==> config.mk <==
export PLATFORM = sky130hd
export DESIGN_NAME = pc_unit
export DESIGN_NICKNAME = d
export VERILOG_FILES = /design/src/rtl/pc_pkg.sv /design/src/rtl/pc_next.sv /design/src/rtl/pc_stack.sv /design/src/rtl/pc_unit.sv
export SDC_FILE = /design/constraint.sdc
export NUM_CORES = 1
export LEC_CHECK = 0
export BUFFER_PORTS_ARGS = -buffer_cell sky130_fd_sc_hd__clkbuf_2
export CORE_MARGIN = 2
export CORE_UTILIZATION = 49
export CTS_CLUSTER_DIAMETER = 100
export CTS_CLUSTER_SIZE = 28
export DETAILED_ROUTE_END_ITERATION = 10
export PLACE_DENSITY_LB_ADDON = 0.25
export SLEW_MARGIN = 15
export SYNTH_ARGS = -nofsm -noshare
export SYNTH_HDL_FRONTEND = slang
export SYNTH_SLANG_ARGS = --single-unit
==> constraint.sdc <==
create_clock -name clk -period 8.85 [get_ports clk]
set_clock_uncertainty 0.2 [all_clocks]
set_input_delay 0.885 -clock clk [delete_from_list [all_inputs] [get_ports clk]]
set_output_delay 0.885 -clock clk [all_outputs]
set_load 0.02 [all_outputs]
==> src/rtl/pc_pkg.sv <==
package pc_pkg;
  parameter int unsigned PC_W   = 13;
  parameter int unsigned LOW_W  = 8;
  parameter int unsigned HOLD_W = PC_W - LOW_W;
  parameter int unsigned TGT_W  = 11;
  parameter logic [PC_W-1:0] RST_VEC = '0;
  parameter logic [PC_W-1:0] IRQ_VEC = PC_W'(4);

  typedef enum logic [2:0] {
    SRC_KEEP,
    SRC_INC,
    SRC_LOW,
    SRC_TGT,
    SRC_POP,
    SRC_VEC
  } pc_src_e;
endpackage

==> src/rtl/pc_next.sv <==
module pc_next
  import pc_pkg::*;
(
  input  logic [PC_W-1:0]   pc_i,
  input  logic [HOLD_W-1:0] hold_i,
  input  logic              step_i,
  input  logic              low_we_i,
  input  logic [LOW_W-1:0]  low_d_i,
  input  logic              jump_i,
  input  logic              call_i,
  input  logic [TGT_W-1:0]  tgt_i,
  input  logic              ret_i,
  input  logic              irq_i,
  input  logic [PC_W-1:0]   tos_i,
  output logic [PC_W-1:0]   nxt_o,
  output logic              push_o,
  output logic              pop_o
);
  localparam int unsigned PAGE_W = PC_W - TGT_W;

  pc_src_e src;

  always_comb begin
    if (irq_i)         src = SRC_VEC;
    else if (ret_i)    src = SRC_POP;
    else if (call_i || jump_i) src = SRC_TGT;
    else if (low_we_i) src = SRC_LOW;
    else if (step_i)   src = SRC_INC;
    else               src = SRC_KEEP;
  end

  always_comb begin
    unique case (src)
      SRC_VEC:  nxt_o = IRQ_VEC;
      SRC_POP:  nxt_o = tos_i;
      SRC_TGT:  nxt_o = {hold_i[HOLD_W-1 -: PAGE_W], tgt_i};
      SRC_LOW:  nxt_o = {hold_i, low_d_i};
      SRC_INC:  nxt_o = pc_i + PC_W'(1);
      default:  nxt_o = pc_i;
    endcase
  end

  assign push_o = irq_i || (!ret_i && call_i);
  assign pop_o  = !irq_i && ret_i;
endmodule

==> src/rtl/pc_stack.sv <==
module pc_stack #(
  parameter int unsigned W     = 13,
  parameter int unsigned DEPTH = 8
) (
  input  logic         clk,
  input  logic         rst_n,
  input  logic         push_i,
  input  logic         pop_i,
  input  logic [W-1:0] din_i,
  output logic [W-1:0] tos_o,
  output logic         wrap_o
);
  localparam int unsigned PW = $clog2(DEPTH);
  localparam int unsigned CW = $clog2(DEPTH + 1);

  logic [W-1:0]  slot_q [DEPTH];
  logic [PW-1:0] sp_q;
  logic [CW-1:0] live_q;
  logic          full;

  assign full  = (live_q == CW'(DEPTH));
  assign tos_o = slot_q[sp_q - PW'(1)];

  for (genvar g = 0; g < DEPTH; g++) begin : g_slot
    always_ff @(posedge clk or negedge rst_n) begin
      if (!rst_n)                              slot_q[g] <= '0;
      else if (push_i && sp_q == PW'(g))       slot_q[g] <= din_i;
    end
  end

  always_ff @(posedge clk or negedge rst_n) begin
    if (!rst_n) begin
      sp_q   <= '0;
      live_q <= '0;
      wrap_o <= 1'b0;
    end else begin
      wrap_o <= push_i && full;
      if (push_i) begin
        sp_q <= sp_q + PW'(1);
        if (!full) live_q <= live_q + CW'(1);
      end else if (pop_i) begin
        sp_q <= sp_q - PW'(1);
        if (live_q != '0) live_q <= live_q - CW'(1);
      end
    end
  end
endmodule

==> src/rtl/pc_unit.sv <==
module pc_unit #(
  parameter int unsigned MEM_WORDS = 2048,
  parameter int unsigned STK_DEPTH = 8
) (
  input  logic        clk,
  input  logic        rst_n,
  input  logic        step_en,
  input  logic        hold_we,
  input  logic [4:0]  hold_wdata,
  input  logic        low_we,
  input  logic [7:0]  low_wdata,
  input  logic        jump_en,
  input  logic        call_en,
  input  logic [10:0] jump_target,
  input  logic        ret_en,
  input  logic        irq_req,
  output logic [12:0] fetch_addr,
  output logic [7:0]  pc_low,
  output logic        stk_wrap
);
  import pc_pkg::*;

  localparam int unsigned AW = $clog2(MEM_WORDS);
  localparam logic [PC_W-1:0] FOLD = PC_W'(MEM_WORDS - 1);

  logic [PC_W-1:0]   pc_q, pc_d, tos;
  logic [HOLD_W-1:0] hold_q;
  logic              push, pop;

  pc_next i_next (
    .pc_i     (pc_q),
    .hold_i   (hold_q),
    .step_i   (step_en),
    .low_we_i (low_we),
    .low_d_i  (low_wdata),
    .jump_i   (jump_en),
    .call_i   (call_en),
    .tgt_i    (jump_target),
    .ret_i    (ret_en),
    .irq_i    (irq_req),
    .tos_i    (tos),
    .nxt_o    (pc_d),
    .push_o   (push),
    .pop_o    (pop)
  );

  pc_stack #(.W(PC_W), .DEPTH(STK_DEPTH)) i_stack (
    .clk    (clk),
    .rst_n  (rst_n),
    .push_i (push),
    .pop_i  (pop),
    .din_i  (pc_q),
    .tos_o  (tos),
    .wrap_o (stk_wrap)
  );

  always_ff @(posedge clk or negedge rst_n) begin
    if (!rst_n) begin
      pc_q   <= RST_VEC;
      hold_q <= '0;
    end else begin
      pc_q <= pc_d;
      if (hold_we) hold_q <= hold_wdata;
    end
  end

  if (AW >= PC_W) begin : g_full
    assign fetch_addr = pc_q;
  end else begin : g_fold
    assign fetch_addr = pc_q & FOLD;
  end

  assign pc_low = pc_q[LOW_W-1:0];
endmodule

Word-level counts from Yosys, hierarchy flattened
Cells that the tools add are included.

Flip-flop bits (word level): 130. Latch bits: 0. Bits in writable memories: 0. ROM bits: 0. Word-level logic and storage cells: 70. Memories: 0.

$add $sub $neg: 5. $mul: 0. Div/mod/pow operators: 0. $lt $le $gt $ge: 1. Equal/unequal tests: 14. Shifts and indexed selects: 0. Muxes and demuxes: 15. Bitwise gates (word level): 1. Reductions and logical operators: 21.

Operator list (number): 13-bit one-hot mux with 5 select lines (1); 13-bit binary-select mux with 3-bit select (1); 13-bit two-way mux (2); 3-bit equality test, second input constant (6); 3-bit two-way mux (6); 4-bit two-way mux (4); 13-bit by 1-bit adder with 13-bit output, second input constant (1); 3-bit by 2-bit equality test with 1-bit output, second input constant (4); 1-bit logical AND (11); 3-bit by 1-bit equality test with 1-bit output, second input constant (2); 5-bit nonzero test (1); 4-bit by 1-bit adder with 4-bit output, second input constant (1); 4-bit equality test, second input constant (1); 4-bit greater-or-equal comparator, second input constant (1); 3-bit NOT with 4-bit output (1); 2-bit nonzero test (2); 4-bit nonzero test (1); 4-bit by 1-bit subtractor with 4-bit output, second input constant (1); 3-bit by 1-bit adder with 3-bit output, second input constant (1); 3-bit logical NOT (1); 3-bit AND reduction (1); 3-bit by 1-bit subtractor with 3-bit output, second input constant (1); 1-bit logical NOT (2); 1-bit logical OR (2); 2 further kinds (2).

Logic depth before layout (Yosys ltp)
Gate-level depths: netlist of the first run.

Depth after elaboration: 7. Gate-level depth with buffers: 11.

Cells and area by module
Synthesis of the first run repeated with hierarchy kept, for this count alone.

Cell total of the unflattened synthesis: 472. Area, all modules: 6673.9 um2.

By module, submodules not included: pc_stack (times used 1, cells an instance 317, area each 5261.3 um2, seq. area each 2802.7 um2); pc_next (times used 1, cells an instance 110, area each 744.5 um2, seq. area each 0.0 um2); pc_unit (times used 1, cells an instance 45, area each 668.1 um2, seq. area each 450.4 um2).

Least setup slack after synthesis of the first run
OpenSTA, ideal clock, no wires.

Path kind: flip-flop to flip-flop. From: reg i_stack.sp_q[0]. To: reg pc_q[9]. Arrival time: 2.649 ns. Slack: 5.867 ns. Cell stages (with the launch flop): 11. Buffers on the path: 4. Period minus slack after synthesis: 2.983 ns. Cells stage by stage: dfrtp_1 buf_6 buf_12 buf_2 inv_1 ha_1 clkbuf_1 mux4_2 mux2_4 a222oi_1 o21ai_1.

Cells in the longest elaborated chain, start to end: 6.

Ends and longest elaborated chain: start, declared (line pc_stack.sv:17) `logic [PW-1:0] sp_q;`; start signal, assigned (line pc_stack.sv:39) `sp_q <= sp_q + PW'(1);`; start signal, assigned (line pc_stack.sv:42) `sp_q <= sp_q - PW'(1);`; 3-bit by 1-bit subtractor with 3-bit output (line pc_stack.sv:22) `assign tos_o = slot_q[sp_q - PW'(1)];`; 3-bit NOT with 4-bit output (not written as such) (line pc_stack.sv:22); 13-bit binary-select mux with 3-bit select (line pc_stack.sv:22); 13-bit two-way mux (not written as such) (2 in series) (line pc_stack.sv:22); 13-bit one-hot mux with 5 select lines (line pc_next.sv:33) `unique case (src)`; end signal, assigned (line pc_unit.sv:62) `pc_q <= pc_d;`; end, declared (line pc_unit.sv:26) `logic [PC_W-1:0] pc_q, pc_d, tos;`.

No other way between the ends. The select of a mux whose other input is x is not followed. A chain may end at the register's enable or synchronous reset.

Final worst setup path of the first run
From: reg i_stack.sp_q[0]. To: reg pc_q[7].

The elaborated chain is that of the path after synthesis.

==> key figures, run 1 <==
Clock tree
  – Number of buffers between clock root and the deepest sink: 2
  – Clock latency reported for the late side of the worst-skew pair: 0.38 ns
  – CTS HTree Levels: 3
  – Clock tree root buffer cell: sky130_fd_sc_hd__clkbuf_8
  – Hold Buf Count CTS: 0
  – Clock sink count: 110
  – Number of buffers created by CTS: 9
  – CTS clk-pin slew, worst paths: about 0.11 ns
  – Post-CTS sizing: 0
  – Post-CTS Repair Setup Buffers: 0
  – CTS tree: done

Logic synthesis
  – Count of different cell masters after synthesis: between 40 and 50
  – Number of instances in the synthesized netlist: 398
  – Synthesis-stage register bit count: 110
  – EDFF count, synth: 0
  – Top_reg_cell synth: sky130_fd_sc_hd__dfrtp_1
  – Synth async-reset ratio: 1.00
  – Sequential cell area fraction in the yosys report: 0.500
  – Summed instance area of the synthesized netlist: about 5500 sq um
  – Mean area per synthesized cell: 13.8 sq um
  – Synthesis warning total: 0

Timing
  – Actual transition at the worst max-transition pin: 1.16 ns
  – Number of setup violations in the final report: 0
  – Max-slew violation count: 0
  – Setup_tns: 0 ns
  – Hold Slack: 0.171 ns
  – Final-report hold violation count: 0
  – Unrepaired setup endpoints after global routing: no
  – Shortest clock period the worst path allows after layout: 3.48 ns
  – Post-route fraction of the period consumed by the critical path: 0.393
  – Max Fclk: 287 MHz
  – Relative slew slack: 0.229

Floorplanning
  – Die outline area: around 12000 sq um
  – Number of ports placed on the die boundary: 55
  – Height of the chip: 110 um
  – Floorplan core area: 10900 sq um
  – Horizontal extent of the die: 110 um
  – Number of placement rows: 38
  – Initial standard-cell utilization of the core: 0.506

Cells and area
  – Layout overhead on the synthesized area: 8.36%
  – Leading cell type in the layout, fill and taps excluded: sky130_fd_sc_hd__dfrtp_1
  – Footprint of the flip-flops and latches: 2750 sq um
  – Area of all placed cells without fillers: 5970 sq um
  – Multi-input logic area: 2500 sq um
  – Fraction of layout instances using a drive strength above 1: 0.419
  – Final non-filler cell total: around 570
  – Final-stage net count: about 470
  – Antenna diode count: 0
  – Number of inserted filler cells in the final layout: 923
  – Commonest cells after routing, fill and taps aside: sky130_fd_sc_hd__dfrtp_1 (110), sky130_fd_sc_hd__mux2_2 (94), sky130_fd_sc_hd__clkbuf_2 (49)
  – Util after Layout: 0.548

Route
  – Vias/cell: just under 6
  – Routed wire per std cell: 21.3 um
  – Total iterations of the first detailed-routing run: 6
  – Routed length on met3: 476 um
  – Routed wl met2: 5850 um
  – M1 wire length: ~5400 um
  – Topmost layer with routed signal wires: met4
  – Detailed-route via count: 3366
  – Total wirelength of the detailed-routed design: approximately 12000 um
  – Residual antenna-violating net count after detailed routing: 0
  – # DRC: 0
  – Initial DRC count: 298

Place
  – Cell area after placement: roughly 5700 sq um
  – Global placement routability congestion: roughly 0.78
  – Half-perimeter wire length of the detailed placement result: 7640 um
  – Number of placed instances with taps included: around 550
  – Count of input and output buffers: 50

Critical path
  – Max Fanout on Critical Path: 26
  – Critical path's slowest cell: sky130_fd_sc_hd__ha_1
  – Critical path's top delay family: adder cells
  – Reg2Reg Setup Slack: 5.37 ns
  – Kind of capture point of the worst setup path: flop
  – Critical path class: reg2reg
  – Delay of the slowest critical-path stage: 1.10 ns
  – Ordered list of cells on the worst path: buf_4 > inv_1 > ha_1 > mux4_1 > mux2_2 > a222oi_1 > o21ai_1
  – WP data arrival: 3.54 ns
  – Count of buffering cells on the critical path with inverters included: 2
  – Source of the critical timing path: i_stack.sp_q[0]$_DFFE_PN0P_
  – Startpoint types: flop
  – Start of the worst register-to-register path: i_stack.sp_q[0]$_DFFE_PN0P_
  – Data required time at the worst endpoint: 8.91 ns

Min path
  – Class of the tightest hold or removal check: in2async

Status
  – Outcome: finished, final reports clean

GRT
  – Largest net degree at the start of global routing: 90
  – Total congestion overflow: 0
  – Vias in the first global route: between 3000 and 4000
  – Antenna violations before repair: 0
  – All-Layer GR Usage: 0.215
  – Wire length of the first global-routing pass: 18900 um

Power and ir drop
  – Total leakage power: 2.87 nW
  – Maximum ir drop on the vdd rail: 0.145 mV
  – Power per Cell Area: about 330 nW/um^2

Run
  – Max cap viols: 0
report_power, final:
| group | switching (mW) | internal [mW] | total [mW] |
|---|---|---|---|
| Sequential | 0.138 | 0.690 | 0.828 |
| Combinational | 0.372 | 0.426 | 0.797 |
| Clock | 0.175 | 0.161 | 0.335 |
sequential cells by signal (all words and copies together) (netlist names):
name and cells:
i_stack.live_q 4, pc_q 11, i_stack.wrap_o 1, i_stack.slot_q 88, i_stack.sp_q 3, hold_q 3
final cells by class:
type | instances | area share
flip-flops and latches | 110 | 0.461
multi-input cells | 239 | 0.419
repair buffers | 55 | 0.0493
well taps | 140 | 0.0294
clock buffers | 9 | 0.0208
clock inverters | 7 | 0.0159
inverters | 7 | 0.00440
cells by family after synthesis:
family	Yosys count	share of synthesized area
other	1	0.000681
XOR/XNOR	12	0.0191
adder cells (fa/ha/maj)	11	0.0264
buffers and inverters	50	0.0480
flip-flops	110	0.500
AO/OA/AOI/OAI	38	0.0500
multiplexers	126	0.310
AND/OR/NAND/NOR	50	0.0464
final timing paths:
path,end,cells past startpoint
worst min register to register,i_stack.slot_q[17]$_DFFE_PN0P_,1
worst min-delay path,i_stack.slot_q[52]$_DFFE_PN0P_,1
worst max register to register,pc_q[7]$_DFFE_PN0P_,7
max in group asynchronous,i_stack.slot_q[8]$_DFFE_PN0P_,2
min in group clk,i_stack.slot_q[17]$_DFFE_PN0P_,1
worst max-delay path,pc_q[7]$_DFFE_PN0P_,7
synthesized netlist by cell type, types with 2 or more instances:
library cell	instances	area [sq um]
sky130_fd_sc_hd__dfrtp_1	110	2750
sky130_fd_sc_hd__mux2_2	94	1060
sky130_fd_sc_hd__clkbuf_1	15	56.3
sky130_fd_sc_hd__nand2_1	13	48.8
sky130_fd_sc_hd__buf_2	12	60.1
sky130_fd_sc_hd__mux4_1	12	315
sky130_fd_sc_hd__buf_4	10	75.1
sky130_fd_sc_hd__ha_1	10	125
sky130_fd_sc_hd__mux4_2	10	225
sky130_fd_sc_hd__mux2i_1	9	90.1
sky130_fd_sc_hd__nor2_1	9	33.8
sky130_fd_sc_hd__o21ai_0	9	45.0
sky130_fd_sc_hd__a222oi_1	8	80.1
sky130_fd_sc_hd__xor2_1	7	61.3
sky130_fd_sc_hd__inv_1	6	22.5
sky130_fd_sc_hd__xnor2_1	5	43.8
sky130_fd_sc_hd__and3_1	4	25.0
sky130_fd_sc_hd__buf_1	4	15.0
sky130_fd_sc_hd__nand2b_1	4	25.0
sky130_fd_sc_hd__nand3_1	4	20.0
sky130_fd_sc_hd__nand4_1	4	25.0
sky130_fd_sc_hd__nor3_1	4	20.0
sky130_fd_sc_hd__a22oi_1	3	22.5
sky130_fd_sc_hd__nor3b_1	3	22.5
sky130_fd_sc_hd__o21ai_1	3	15.0
sky130_fd_sc_hd__o22ai_1	3	18.8
sky130_fd_sc_hd__a21o_1	2	15.0
sky130_fd_sc_hd__a31oi_1	2	12.5
worst reg2reg max path, delay by kind of cell (launching register included):
kind | cells | cell delay, ns
adder cells (fa/ha/maj) | 1 | 1.10
AO/OA/AOI/OAI | 2 | 0.41
multiplexers | 2 | 0.70
flip-flops | 1 | 0.35
buffers and inverters | 2 | 0.60
routing by layer:
metal | track usage | vias to the layer above
met5 | 0 | -
met4 | 0.0958 | 0
met1 | 0.301 | 1753
li1 | - | 1506
met3 | 0.0288 | 23
met2 | 0.339 | 84
metrics by stage:
step / total power, mW / setup slack [ns]
global route: 2.08 / 5.19
detailed placement: 1.64 / 5.36
finish: 1.96 / 5.37
global placement: 1.61 / 5.38
floorplan: 1.45 / 5.87
CTS: 1.98 / 5.33
Power figures use the tool's default switching activity.
==> run 2: changes to the inputs <==
Clock period 8.85 ns to 3.4 ns, I/O delays scaled along.
==> key figures, run 2 (synthesis gave the netlist of run 1 again) <==
Status
  – Outcome: finished, final reports clean

Route
  – Vias/cell: 5.94 (+0.11%)
  – Residual antenna-violating net count after detailed routing: 0 (unchanged)
  – Total iterations of the first detailed-routing run: 4 (-2)
  – Initial DRC count: 230 (-23%)
  – Total wirelength of the detailed-routed design: 12400 um (+2.7%)
  – Routed wire per std cell: 21.5 um (+0.91%)
  – Detailed-route via count: 3429 (+1.9%)
  – # DRC: 0 (unchanged)

Floorplanning
  – Number of placement rows: 38 (unchanged)
  – Die outline area: 12100 sq um (unchanged)
  – Number of ports placed on the die boundary: 55 (unchanged)
  – Height of the chip: 110 um (unchanged)
  – Initial standard-cell utilization of the core: 0.506 (unchanged)
  – Horizontal extent of the die: 110 um (unchanged)
  – Floorplan core area: 10900 sq um (unchanged)

Min path
  – Class of the tightest hold or removal check: in2reg

Cells and area
  – Leading cell type in the layout, fill and taps excluded: sky130_fd_sc_hd__dfrtp_1
  – Largest registers: i_stack.slot_q x88, pc_q x11, i_stack.live_q x4
  – Antenna diode count: 0 (unchanged)
  – Final-stage net count: 477 (+2.4%)
  – Max reg flops: 88 (unchanged)
  – Commonest cells after routing, fill and taps aside: sky130_fd_sc_hd__dfrtp_1 (110), sky130_fd_sc_hd__mux2_2 (94), sky130_fd_sc_hd__clkbuf_2 (49)
  – Final non-filler cell total: 577 (+1.8%)
  – Util after Layout: 0.556 (+0.00839)
  – Number of inserted filler cells in the final layout: 913 (-1.1%)
  – Area of all placed cells without fillers: 6060 sq um (+1.5%)
  – Register with the most flip-flops: i_stack.slot_q
  – Fraction of layout instances using a drive strength above 1: 0.414 (-0.00502)
  – Layout overhead on the synthesized area: 10.0%

Critical path
  – Count of buffering cells on the critical path with inverters included: 2 (unchanged)
  – Startpoint types: flop
  – Max Fanout on Critical Path: 13 (-50%)
  – Ordered list of cells on the worst path: inv_1 > ha_1 > buf_4 > mux4_1 > nor3b_1 > a31oi_1 > o211ai_1 > o31a_1
  – Data required time at the worst endpoint: 3.46 ns (-5.45 ns)
  – Critical path's top delay family: adder cells
  – Delay of the slowest critical-path stage: 0.64 ns (-0.46 ns)
  – WP data arrival: 2.72 ns (-0.82 ns)
  – Critical path class: reg2reg
  – Kind of capture point of the worst setup path: flop
  – Critical path's slowest cell: sky130_fd_sc_hd__ha_1

Clock tree
  – CTS clk-pin slew, worst paths: 0.10 ns (about the same)
  – Clock latency reported for the late side of the worst-skew pair: 0.37 ns (about the same)
  – Hold Buf Count CTS: 6 (+6)
  – Post-CTS Repair Setup Buffers: 0 (unchanged)
  – CTS tree: done
  – Number of buffers created by CTS: 9 (unchanged)
  – Number of buffers between clock root and the deepest sink: 2 (unchanged)
  – Post-CTS sizing: 0 (unchanged)
  – CTS HTree Levels: 3 (unchanged)
  – Clock tree root buffer cell: sky130_fd_sc_hd__clkbuf_8
  – Clock sink count: 110 (unchanged)

Timing
  – Max Fclk: 376 MHz (+31%)
  – Max-slew violation count: 0 (unchanged)
  – Relative slew slack: 0.467 (+0.238)
  – Final-report hold violation count: 0 (unchanged)
  – Hold Slack: 0.0121 ns (-0.159 ns)
  – Unrepaired setup endpoints after global routing: no
  – Shortest clock period the worst path allows after layout: 2.66 ns (-0.821 ns)
  – Number of setup violations in the final report: 0 (unchanged)
  – Post-route fraction of the period consumed by the critical path: 0.782 (+0.389)
  – Actual transition at the worst max-transition pin: 0.798 ns (-0.358 ns)
  – Setup_tns: 0 ns (unchanged)

GRT
  – Wire length of the first global-routing pass: 19700 um (+3.8%)
  – Total congestion overflow: 0 (unchanged)
  – Vias in the first global route: 3553 (+3.0%)
  – Antenna violations before repair: 0 (unchanged)
  – All-Layer GR Usage: 0.223 (+0.00781)
  – Largest net degree at the start of global routing: 111 (+23%)

Power and ir drop
  – Total leakage power: 2.91 nW (+1.3%)
  – Maximum ir drop on the vdd rail: 0.352 mV (+140%)
  – Power per Cell Area: 839 nW/um^2 (+160%)

Place
  – Number of placed instances with taps included: 556 (+0.91%)
  – Count of input and output buffers: 50 (unchanged)
  – Global placement routability congestion: 0.779 (-0.52%)
  – Cell area after placement: 5790 sq um (+0.87%)
  – Half-perimeter wire length of the detailed placement result: 7760 um (+1.6%)

Run
  – Max cap viols: 0 (unchanged)
run 2: cell count changes in the layout (fill, tap and decap cells not counted), sizes merged:
cell | previous run | this run
clkinv | 2 | 1
inv | 9 | 7
clkbuf | 58 | 60
buf | 6 | 11
dlygate4sd3 | 0 | 6
run 2: cell type report:
cell class	instances	area (sq um)	area share
clock inverter	4	72.6	0.0120
multi-input combinational	239	2500	0.413
tap	140	175	0.0289
timing repair buffer	66	400	0.0661
sequential	110	2750	0.454
clock buffer	11	131	0.0217
inverter	7	26.3	0.00434
run 2: tightest hold or removal path: cells and delay by family:
family / cells / cell delay, ns
AO/OA/AOI/OAI: 2 / 0.13
buffers and inverters: 1 / 0.08
run 2: path summary, 6_finish.rpt:
path | startpoint | cells after the start | end | slack (ns)
setup / recovery | i_stack.sp_q[1]$_DFFE_PN0P_ | 8 | pc_q[2]$_DFFE_PN0P_ | 0.74
hold / removal | low_wdata[1] | 3 | pc_q[1]$_DFFE_PN0P_ | 0.01
setup reg to reg | i_stack.sp_q[1]$_DFFE_PN0P_ | 8 | pc_q[2]$_DFFE_PN0P_ | 0.74
hold reg to reg | i_stack.slot_q[17]$_DFFE_PN0P_ | 1 | i_stack.slot_q[17]$_DFFE_PN0P_ | 0.30
max in group asynchronous | rst_n | 3 | i_stack.slot_q[10]$_DFFE_PN0P_ | 2.17
min in group asynchronous | rst_n | 3 | i_stack.slot_q[91]$_DFFE_PN0P_ | 0.37
run 2: power by group:
group	leakage [nW]	total (mW)	switching (mW)	internal [mW]
sequential	1.44	2.16	0.360	1.80
clock	0.0994	0.835	0.424	0.411
combinational	1.37	2.09	0.963	1.13
run 2: routing by layer:
layer  part of all wire  global-route usage  up-vias
met2               0.50               0.351       79
met3              0.056              0.0476       14
met5                  0                   0        -
li1                   -                   -     1538
met1               0.44               0.310     1798
met4              0.012              0.0750        0
run 2: through the flow:
stage	power (mW)	worst slack [ns]
after floorplan	3.78	0.417
after global placement	4.20	0.778
after detailed placement	4.29	0.730
after CTS	5.12	0.709
after global routing	5.39	0.603
final	5.08	0.740
==> run 3: changes to the inputs <==
Clock period 3.4 ns to 2.19 ns, I/O delays scaled along.
==> key figures, run 3 (synthesis gave the netlist of run 1 again) <==
Status
  – Outcome: finished, violations left
  – Violated checks: negative setup slack

GRT
  – Met2 Use GR: 0.364 (+0.0127)
  – Vias in the first global route: 3680 (+3.6%)
  – Antenna violations before repair: 0 (unchanged)
  – Highest-utilization routing layer at the global route stage: met2
  – Total congestion overflow: 0 (unchanged)
  – All-Layer GR Usage: 0.229 (+0.00548)
  – Met1 track demand over resource: 0.318 (+0.00850)
  – Met3 Track Usage GR: 0.0464 (-0.00118)
  – Largest net degree at the start of global routing: 41 (-63%)
  – Wire length of the first global-routing pass: 20200 um (+2.5%)

Clock tree
  – Clock latency reported for the late side of the worst-skew pair: 0.39 ns (+0.02 ns)
  – Number of buffers created by CTS: 9 (unchanged)
  – CTS clk-pin slew, worst paths: 0.10 ns (about the same)
  – CTS tree: done
  – Clock tree root buffer cell: sky130_fd_sc_hd__clkbuf_8
  – CTS HTree Levels: 3 (unchanged)
  – Clock sink count: 110 (unchanged)
  – Number of buffers between clock root and the deepest sink: 2 (unchanged)

Timing
  – Shortest clock period the worst path allows after layout: 2.23 ns (-0.427 ns)
  – Actual transition at the worst max-transition pin: 0.677 ns (-0.121 ns)
  – Relative slew slack: 0.537 (+0.0706)
  – Post-route fraction of the period consumed by the critical path: 1.02 (+0.237)
  – Worst-case setup margin in the final layout: -0.0428 ns (-0.783 ns)
  – Number of setup violations in the final report: 3 (+3)
  – Final-report hold violation count: 0 (unchanged)
  – Max Fclk: 448 MHz (+19%)
  – Unrepaired setup endpoints after global routing: yes
  – Max-slew violation count: 0 (unchanged)

Floorplanning
  – Number of placement rows: 38 (unchanged)
  – Number of ports placed on the die boundary: 55 (unchanged)
  – Height of the chip: 110 um (unchanged)
  – Initial standard-cell utilization of the core: 0.506 (unchanged)
  – Die outline area: 12100 sq um (unchanged)
  – Horizontal extent of the die: 110 um (unchanged)
  – Floorplan core area: 10900 sq um (unchanged)

Place
  – Post-placement worst setup slack: -0.0144 ns (-0.745 ns)
  – Count of input and output buffers: 50 (unchanged)
  – Half-perimeter wire length of the detailed placement result: 8460 um (+8.9%)
  – Cell area after placement: 6140 sq um (+6.0%)
  – Global placement routability congestion: 0.789 (+1.4%)

Critical path
  – Reg2Reg Setup Slack: -0.04 ns (-0.78 ns)
  – Count of buffering cells on the critical path with inverters included: 3 (+1)
  – Critical path class: reg2reg
  – Reg2reg path depth: 8 (unchanged)
  – Critical path's slowest cell: sky130_fd_sc_hd__dfrtp_1
  – Max Fanout on Critical Path: 5 (-8)
  – Critical path's top delay family: multiplexers
  – WP data arrival: 2.30 ns (-0.42 ns)
  – Start of the worst register-to-register path: i_stack.sp_q[0]$_DFFE_PN0P_
  – Reg-to-reg endpoint: pc_q[9]$_DFFE_PN0P_
  – Data required time at the worst endpoint: 2.26 ns (-1.20 ns)
  – Kind of capture point of the worst setup path: flop
  – Startpoint types: flop
  – Most Frequent Cell on Critical Path: sky130_fd_sc_hd__buf_6
  – Ordered list of cells on the worst path: buf_6 > inv_6 > ha_4 > buf_6 > mux4_2 > mux2_4 > a222oi_1 > o21ai_1
  – Delay of the slowest critical-path stage: 0.38 ns (-0.26 ns)

Cells and area
  – Layout overhead on the synthesized area: 23.5%
  – Largest registers: i_stack.slot_q x88, pc_q x11, i_stack.live_q x4
  – Commonest cells after routing, fill and taps aside: sky130_fd_sc_hd__dfrtp_1 (110), sky130_fd_sc_hd__mux2_2 (94), sky130_fd_sc_hd__clkbuf_2 (49)
  – Register with the most flip-flops: i_stack.slot_q
  – Util after Layout: 0.625 (+0.0683)
  – Area of all placed cells without fillers: 6800 sq um (+12%)
  – Antenna diode count: 0 (unchanged)
  – Max reg flops: 88 (unchanged)
  – Final-stage net count: 541 (+13%)
  – Fraction of layout instances using a drive strength above 1: 0.468 (+0.0539)
  – Leading cell type in the layout, fill and taps excluded: sky130_fd_sc_hd__dfrtp_1

Power and ir drop
  – Total leakage power: 3.27 nW (+13%)
  – Maximum ir drop on the vdd rail: 0.534 mV (+52%)
  – Power per Cell Area: 1300 nW/um^2 (+55%)

Route
  – Initial DRC count: 346 (+50%)
  – Detailed-route via count: 3729 (+8.7%)
  – Vias/cell: 5.81 (-2.3%)
  – # DRC: 0 (unchanged)
  – Total wirelength of the detailed-routed design: 12900 um (+4.4%)
  – Routed wire per std cell: 20.1 um (-6.2%)
  – Total iterations of the first detailed-routing run: 6 (+2)
  – Residual antenna-violating net count after detailed routing: 0 (unchanged)

Min path
  – Terminating pin of the worst hold path: i_stack.sp_q[2]$_DFFE_PN0P_
  – Cell depth of the worst hold path: 3 (unchanged)
  – Class of the tightest hold or removal check: in2reg
  – Worst Hold Launch: irq_req

Run
  – Max cap viols: 0 (unchanged)
-- run 3: changes by cell type in the layout (fill, tap and decap cells not counted), moves of 3 or more --
cell	before	now
sky130_fd_sc_hd__dlygate4sd3_1	6	25
sky130_fd_sc_hd__buf_6	0	6
sky130_fd_sc_hd__ha_1	10	7
sky130_fd_sc_hd__buf_12	1	12
sky130_fd_sc_hd__buf_4	10	37
-- run 3: tightest hold or removal path: stages --
cell                       delay [ns]
sky130_fd_sc_hd__clkbuf_2        0.16
sky130_fd_sc_hd__buf_4           0.16
sky130_fd_sc_hd__o22ai_1         0.06
-- run 3: layout make-up --
cell class | count | area, sq um
inverters | 7 | 31.3
well taps | 140 | 175
clock buffers | 12 | 155
repair buffers | 130 | 1100
multi-input cells | 239 | 2540
clock inverters | 4 | 53.8
flip-flops and latches | 110 | 2750
fillers | 824 | 4090
-- run 3: worst max-delay path by stage --
| stage | from | endpoint | slack [ns] | cells past startpoint |
|---|---|---|---|---|
| after floorplan | i_stack.sp_q[0]$_DFFE_PN0P_ | pc_q[9]$_DFFE_PN0P_ | -0.26 | 10 |
| after global routing | i_stack.sp_q[0]$_DFFE_PN0P_ | pc_q[9]$_DFFE_PN0P_ | -0.16 | 8 |
| after detailed placement | i_stack.sp_q[0]$_DFFE_PN0P_ | pc_q[8]$_DFFE_PN0P_ | -0.01 | 8 |
| after global placement | i_stack.sp_q[0]$_DFFE_PN0P_ | pc_q[7]$_DFFE_PN0P_ | 0.02 | 8 |
| final | i_stack.sp_q[0]$_DFFE_PN0P_ | pc_q[9]$_DFFE_PN0P_ | -0.04 | 8 |
| after CTS | i_stack.sp_q[0]$_DFFE_PN0P_ | pc_q[7]$_DFFE_PN0P_ | -0.003 | 8 |
-- run 3: where the power goes --
| part | switching, mW | internal (mW) |
|---|---|---|
| clock | 0.696 | 0.596 |
| sequential | 0.433 | 2.79 |
| combinational | 1.86 | 2.47 |
| total | 2.99 | 5.85 |
-- run 3: stage by stage --
step | TNS, ns | hold WS, ns | cells | total power, mW
2_1_floorplan | -1.41 | -0.277 | 399 | 5.99
3_3_place_gp | 0 | 0.0292 | 583 | 6.98
3_5_place_dp | -0.0226 | 0.0387 | 583 | 7.12
4_1_cts | -0.00280 | 0.0149 | 626 | 8.49
5_1_grt | -0.523 | 0.0461 | 642 | 9.36
6_report | -0.0693 | 0.0378 | 642 | 8.85
-- run 3: metal layers --
metal / part of all wire / up-vias
met5: 0 / -
met1: 0.44 / 1908
met2: 0.48 / 140
met3: 0.062 / 19
li1: - / 1662
met4: 0.019 / 0
-- run 3: what timing repair did --
action / CTS / global route
endpoints found under the hold margin: 52 / 0
hold buffers: 25 / 0
setup buffers: 2 / 16
cloned: 0 / 0
resized for setup: 0 / 17
endpoints found under the setup margin: 4 / 9
pin swaps: 3 / 6
